### src/rtl/tim_oc_refgen.sv
module tim_oc_refgen #(
  parameter int CW = 8
) (
  input  logic          clk,
  input  logic          rst_n,
  input  logic [CW-1:0] cnt,
  input  logic          dir_down,
  input  logic          upd,
  input  logic          trig,
  input  logic [CW-1:0] cmp_a,
  input  logic [CW-1:0] cmp_b,
  input  logic [3:0]    mode_a,
  input  logic [3:0]    mode_b,
  output logic          ref_a,
  output logic          ref_b,
  output logic          ref_mix
);

  localparam logic [3:0] M_HOLD = 4'd0,  M_SETM = 4'd1,  M_CLRM = 4'd2,  M_TOGM = 4'd3;
  localparam logic [3:0] M_LO   = 4'd4,  M_HI   = 4'd5,  M_PWM1 = 4'd6,  M_PWM2 = 4'd7;
  localparam logic [3:0] M_OPM1 = 4'd8,  M_OPM2 = 4'd9,  M_CMB1 = 4'd10, M_CMB2 = 4'd11;
  localparam logic [3:0] M_ASY1 = 4'd12, M_ASY2 = 4'd13;
  localparam int NCH = 2;

  function automatic logic pwm_lvl(logic [CW-1:0] c, logic [CW-1:0] k, logic dn, logic inv);
    logic lvl;
    lvl = dn ? (c <= k) : (c < k);
    return lvl ^ inv;
  endfunction

  function automatic logic ref_next(logic [3:0] m, logic [CW-1:0] c, logic [CW-1:0] k,
                                    logic dn, logic gate, logic cur);
    logic hit;
    hit = (c == k);
    case (m)
      M_SETM:         return hit ? 1'b1 : cur;
      M_CLRM:         return hit ? 1'b0 : cur;
      M_TOGM:         return cur ^ hit;
      M_LO:           return 1'b0;
      M_HI:           return 1'b1;
      M_PWM1, M_CMB1, M_ASY1: return pwm_lvl(c, k, dn, 1'b0);
      M_PWM2, M_CMB2, M_ASY2: return pwm_lvl(c, k, dn, 1'b1);
      M_OPM1:         return gate ? pwm_lvl(c, k, dn, 1'b0) : !dn;
      M_OPM2:         return gate ? pwm_lvl(c, k, dn, !dn) : dn;
      default:        return cur;
    endcase
  endfunction

  logic [CW-1:0] cmp_v  [NCH];
  logic [3:0]    mode_v [NCH];
  logic [NCH-1:0] ref_q, ref_d;

  assign cmp_v[0]  = cmp_a;
  assign cmp_v[1]  = cmp_b;
  assign mode_v[0] = mode_a;
  assign mode_v[1] = mode_b;

  for (genvar i = 0; i < NCH; i++) begin : g_ch
    logic gate_q, gate_d, r_q;
    assign gate_d   = trig | (gate_q & ~upd);
    assign ref_d[i] = ref_next(mode_v[i], cnt, cmp_v[i], dir_down, gate_d, r_q);
    assign ref_q[i] = r_q;

    always_ff @(posedge clk or negedge rst_n) begin
      if (!rst_n) begin
        gate_q <= 1'b0;
        r_q    <= 1'b0;
      end else begin
        gate_q <= gate_d;
        r_q    <= ref_d[i];
      end
    end
  end

  logic mix_d, mix_q;
  always_comb begin
    case (mode_a)
      M_CMB1:         mix_d = ref_d[0] | ref_d[1];
      M_CMB2:         mix_d = ref_d[0] & ref_d[1];
      M_ASY1, M_ASY2: mix_d = dir_down ? ref_d[1] : ref_d[0];
      default:        mix_d = ref_d[0];
    endcase
  end

  always_ff @(posedge clk or negedge rst_n) begin
    if (!rst_n) mix_q <= 1'b0;
    else        mix_q <= mix_d;
  end

  assign ref_a   = ref_q[0];
  assign ref_b   = ref_q[1];
  assign ref_mix = mix_q;

  a_r2_force_hi: assert property (@(posedge clk) disable iff (!rst_n)
    (mode_a == M_HI) |=> ref_a);
  a_r2_force_lo: assert property (@(posedge clk) disable iff (!rst_n)
    (mode_b == M_LO) |=> !ref_b);
  a_r3_hold: assert property (@(posedge clk) disable iff (!rst_n)
    (mode_a == M_HOLD) |=> $stable(ref_a));
  a_r4_toggle: assert property (@(posedge clk) disable iff (!rst_n)
    (mode_a == M_TOGM && cnt == cmp_a) |=> (ref_a != $past(ref_a)));
  a_r10_or: assert property (@(posedge clk) disable iff (!rst_n)
    (mode_a == M_CMB1) |=> (ref_mix == (ref_a | ref_b)));
  a_r10_and: assert property (@(posedge clk) disable iff (!rst_n)
    (mode_a == M_CMB2) |=> (ref_mix == (ref_a & ref_b)));
  a_r11_asym_up: assert property (@(posedge clk) disable iff (!rst_n)
    (mode_a == M_ASY1 && !dir_down) |=> (ref_mix == ref_a));

endmodule

### config.mk
export PLATFORM = sky130hd
export DESIGN_NAME = tim_oc_refgen
export DESIGN_NICKNAME = d
export VERILOG_FILES = /design/src/rtl/tim_oc_refgen.sv
export SDC_FILE = /design/constraint.sdc
export NUM_CORES = 1
export LEC_CHECK = 0
export CORE_MARGIN = 3
export CORE_UTILIZATION = 46
export DETAILED_ROUTE_END_ITERATION = 8
export PLACE_DENSITY = 0.84
export SKIP_CTS_REPAIR_TIMING = 1
export SLEW_MARGIN = 20
export SYNTH_ARGS = -nofsm -noshare
export SYNTH_HDL_FRONTEND = slang
export SYNTH_SLANG_ARGS = --single-unit
### constraint.sdc
create_clock -name clk -period 2 [get_ports clk]
set_input_delay 0.6 -clock clk [delete_from_list [all_inputs] [get_ports clk]]
set_output_delay 0.6 -clock clk [all_outputs]
set_load 0.1 [all_outputs]
== Word level (Yosys, flattened, before mapping) ==
Cells that the tools add are included.

* $lt $le $gt $ge: 4
* Equal/unequal tests: 28
* Multiplexer cells: 14
* Bitwise operators: 13
* Reduce and logical (&&, ||, !) cells: 6

{| class="wikitable"
|+ Operators with widths
! operator !! number
|-
| 4-bit == test (second input constant) || 12
|-
| 4-bit by 3-bit == test with 1-bit output (second input constant) || 8
|-
| 1-bit case mux with 9 select lines || 2
|-
| 4-bit by 2-bit == test with 1-bit output (second input constant) || 4
|-
| 8-bit == test || 2
|-
| 8-bit less-or-equal comparator || 2
|-
| 8-bit < comparator || 2
|-
| 3-bit OR reduction || 4
|-
| 1-bit 2-to-1 mux || 11
|-
| 4-bit by 1-bit == test with 1-bit output (second input constant) || 2
|-
| 1-bit bitwise XOR || 4
|-
| 1-bit AND || 3
|-
| 1-bit inverter || 3
|-
| 1-bit bitwise OR || 3
|-
| 1-bit case mux with 3 select lines || 1
|-
| 2-bit OR reduction || 1
|-
| 1-bit logical NOT || 1
|}

* Bits in registers: 5
* Output and inout port bits: 3
* Logic and storage cells: 70

== Logic depth before layout (Yosys ltp) ==
* Word-level depth: 7
* Depth in mapped cells: 13

== Least setup slack after synthesis ==
No wires, ideal clock.

* Path kind: input to register
* From: in cmp_b[6]
* To: reg mix_q (netlist: ref_mix)
* Arrival: 2.537 ns
* Path slack: -0.661 ns
* Stages: 13
* Path buffers: 0
* Cell sequence: inv_1 > ha_1 > and4_1 > nand2_1 > ha_1 > nor2b_1 > o21ai_1 > a31oi_1 > a31oi_1 > o31ai_2 > o21ai_2 > a22o_1 > a2bb2oi_2

* Word-level cells in the longest chain between the ends: 7

{| class="wikitable"
|+ Ends and longest elaborated chain
! what !! line !! text
|-
| from (decl) || 11 || <nowiki>input logic [CW-1:0] cmp_b,</nowiki>
|-
| 8-bit < comparator or 8-bit less-or-equal comparator (tied branches) || 27 || <nowiki>lvl = dn ? (c <= k) : (c < k);</nowiki>
|-
| 1-bit 2-to-1 mux || 27 ||
|-
| 1-bit bitwise XOR || 28 || <nowiki>return lvl ^ inv;</nowiki>
|-
| 1-bit 2-to-1 mux || 44 || <nowiki>M_OPM2: return gate ? pwm_lvl(c, k, dn, !dn) : dn;</nowiki>
|-
| 1-bit case mux with 9 select lines * || 35 || <nowiki>case (m)</nowiki>
|-
| via ref_d[1] || 51 || <nowiki>logic [NCH-1:0] ref_q, ref_d;</nowiki>
|-
| 1-bit 2-to-1 mux (tied with other cells) || 80 || <nowiki>M_ASY1, M_ASY2: mix_d = dir_down ? ref_d[1] : ref_d[0];</nowiki>
|-
| 1-bit case mux with 3 select lines * || 77 || <nowiki>case (mode_a)</nowiki>
|-
| via mix_d || 75 || <nowiki>logic mix_d, mix_q;</nowiki>
|-
| to (signal assigned) || 87 || <nowiki>else mix_q <= mix_d;</nowiki>
|-
| to (decl) || 75 ||
|}

The timed path passes the listed nets; every way through them passes the cells marked *.

== Worst setup path after layout ==
* From: in cnt[2]
* To: reg mix_q (netlist: ref_mix)

* Word-level cells in the longest chain between the ends: 7

{| class="wikitable"
|+ Ends and longest elaborated chain
! what !! line !! text
|-
| from (decl) || 6 || <nowiki>input logic [CW-1:0] cnt,</nowiki>
|-
| 8-bit < comparator or 8-bit less-or-equal comparator (tied branches) || 27 ||
|-
| 1-bit 2-to-1 mux || 27 ||
|-
| 1-bit bitwise XOR || 28 ||
|-
| 1-bit 2-to-1 mux || 44 ||
|-
| 1-bit case mux with 9 select lines * || 35 ||
|-
| via ref_d[1] || 51 ||
|-
| 1-bit 2-to-1 mux (tied with other cells) || 80 ||
|-
| 1-bit case mux with 3 select lines * || 77 ||
|-
| via mix_d || 75 ||
|}

Marks and branches as above.

==> flow_summary_export.csv <==
group,metric,value,unit
clocking,root_buffer,"clkbuf_4",
synthesis,synth_cells,149,
pwr,ir_drop,0.5324,mV
synthesis,syn_area,1167,um^2
grt,grt_usage,23.60,%
synthesis,syn-num-nets,206,
timing,setup_ws,-704.0,ps
timing,finalMaxSlewViolations,0,
floorplanning,die_w,56.38,um
detailed_routing,viasPerCell,6.069,
placed_design,io_buffers,39,
clocking,cts_sinks,5,
floorplanning,die_area,3178,um^2
worst_setup_path,critPathCaptureType,"flop",
synthesis,syn_avg_cell_area,7.835,um^2
floorplanning,rows,17,
layout,final_cell_mix,"buf_4, ha_4, buf_6",
worst_setup_path,startpoint_type,"input port",
layout,final_nets,277,
worst_setup_path,path_buf_inv,1,
worst_setup_path,required,2120,ps
detailed_routing,vias,1499,
placed_design,place.gp.congestion,0.9141,
timing,fmax,0.3698,GHz
layout,final_cells,247,
detailed_routing,ant_nets,0,
detailed_routing,wl_per_cell,19.51,um
worst_setup_path,r2r-start,"ref_b",
pwr,finalPower,0.8801,mW
timing,hold_slack,574.1,ps
grt,antenna_found_initial,0,
layout,area_growth,84.89,%
timing,min_period,2704,ps
synthesis,synthArstFlopShare,100.0,%
detailed_routing,finalWirelength,4820,um
worst_setup_path,startpoint,"cnt[2]",
placed_design,place_ws,-1391,ps
run_status,run_status,"finished with violations",
hold_path,hp-start,"g_ch[0].gate_q",
clocking,cts_buffers,3,
timing,rsz0062_at_grt,"yes",
clocking,tritoncts,"built",
synthesis,ys_seq_area_share,10.72,%
worst_setup_path,critical_path_arrival,2820,ps
layout,mostFrequentLayoutCell,"buf_4",
timing,hold_violations,0,
hold_path,worstHoldPathType,"flop to flop",
floorplanning,core,2318,um^2
clocking,worst_skew_pair.late_latency,240,ps
worst_setup_path,crit_fanout,4,
layout,seq_area,125.1,um^2
clocking,clockBufferDepth,2,
timing,slew-limit-headroom,76.40,%
timing,setup_violations,3,
grt,grt_pass1_wl,6037,um
timing,min_period_over_period,135.2,%
clocking,htreeDepth,1,
synthesis,synth_seq_cells,5,
detailed_routing,drt_iter0_markers,250,
grt,grt_pass1_vias,1418,
grt,grt-ovfl-total,0,
synthesis,ys_types,47,
synthesis,synthFlopType,"dfrtp_1",
layout,multiInputGateArea,1151,um^2
layout,fillers,86,
layout,insertedDiodeCount,0,
placed_design,hpwl,3148,um
detailed_routing,drtPass1Iterations,6,
synthesis,synth_edf_count,0,
worst_setup_path,crit_family,"compound AO/OA/AOI/OAI gates",
layout,utilization,93.09,%
layout,final_layout_size_suffix_gt1_share,52.05,%
synthesis,ys_warn_count,0,
worst_setup_path,criticalPathCategory,"input port to flop",
worst_setup_path,path_cells,"buf_8 -> ha_4 -> and4_4 -> nand2_4 -> ha_4 -> nor2b_2 -> o21ai_1 -> a31oi_1 -> a31oi_1 -> o31ai_2 -> o21ai_2 -> o21ai_0 -> a2bb2oi_2",
pwr,p_leak,0.9553,nW
run_status,failed_checks,"setup timing",
timing,tightestPinTransition,352.9,ps
floorplanning,die_h,56.38,um
placed_design,placed_cells,237,
clocking,clk_pin_slew,40,ps
grt,grt_max_degree,10,
floorplanning,ioPinCount,40,
timing,skew,2.959,ps
floorplanning,start_util,50.35,%
worst_setup_path,critPathSlowestCell,"o21ai_0",
worst_setup_path,max_stage_delay,300,ps
pwr,p_per_area,407.8,nW/um^2
run,max_cap_violations,0,
detailed_routing,drc,0,
layer usage:
metal  up-vias  global-route usage, %  wire length (um)  share of wire, %
li1        677                      -                 -                 -
met2        96                  43.74              2518                52
met3        32                  1.379               311               6.5
met4         0                  10.85               212               4.4
met1       694                  27.31              1777                37
met5         -                      0                 0                 0
Yosys cell counts (2+ instances only):
library cell | count | area share, %
inv_1 | 22 | 7.1
ha_1 | 20 | 21
a21oi_1 | 12 | 5.1
nand2_1 | 8 | 2.6
nor2_1 | 8 | 2.6
nand3_1 | 7 | 3.0
dfrtp_1 | 5 | 11
nor2b_1 | 5 | 2.7
o21ai_1 | 4 | 1.7
a22o_1 | 3 | 2.3
a31oi_1 | 3 | 1.6
buf_6 | 3 | 2.9
nor4_1 | 3 | 1.6
a21oi_2 | 2 | 1.5
and3_1 | 2 | 1.1
and4_1 | 2 | 1.5
buf_4 | 2 | 1.3
nand2b_1 | 2 | 1.1
nand4_1 | 2 | 1.1
nor3_1 | 2 | 0.86
nor3b_2 | 2 | 2.1
o211ai_1 | 2 | 1.3
o21a_1 | 2 | 1.3
o21ai_0 | 2 | 0.86
o21bai_1 | 2 | 1.3
flip-flops by register name (all words and copies together) (netlist names):
register,flops
ref_b,1
ref_mix,1
ref_a,1
g_ch.gate_q,2
cell type report:
cell class,count,area share [%]
Multi-Input combinational cell,115,53.33
Timing Repair Buffer,72,31.71
Inverter,23,6.319
Sequential cell,5,5.797
Tap cell,28,1.623
Clock buffer,4,1.217
through the flow:
stage          instance area [um^2]  TNS, ps
5_1_grt                        2158    -1420
3_3_place_gp                   1997    -3183
3_5_place_dp                   1997    -3350
4_1_cts                        2023    -2619
6_report                       2158    -1300
2_1_floorplan                  1393   -895.5
cells by family after synthesis:
group	count (synthesis)	synth area share [%]
simple gates	48	23.58
compound gates	43	28.62
buf+inv	29	12.00
fa+ha+maj	20	21.44
flops	5	10.72
xor+xnor	2	1.501
mux	2	2.143
tightest hold or removal path, stage by stage (launching register included):
cell     delay [ps]
dfrtp_1         350
a21oi_2         120
inv_1            70
final timing paths:
kind                                       end  slack [ps]  cells past startpoint
worst max-delay path                   ref_mix        -700                     13
worst min-delay path            g_ch[0].gate_q         570                      2
worst max register to register         ref_mix        -250                     10
worst min register to register  g_ch[0].gate_q         570                      2
max in group asynchronous       g_ch[0].gate_q        1230                      1
min in group asynchronous       g_ch[1].gate_q         580                      1
power breakdown:
part           switching (mW)  internal [mW]
clock                  0.0399         0.0753
sequential             0.0188          0.116
combinational           0.327          0.303
(Power assumes the default switching activity.)
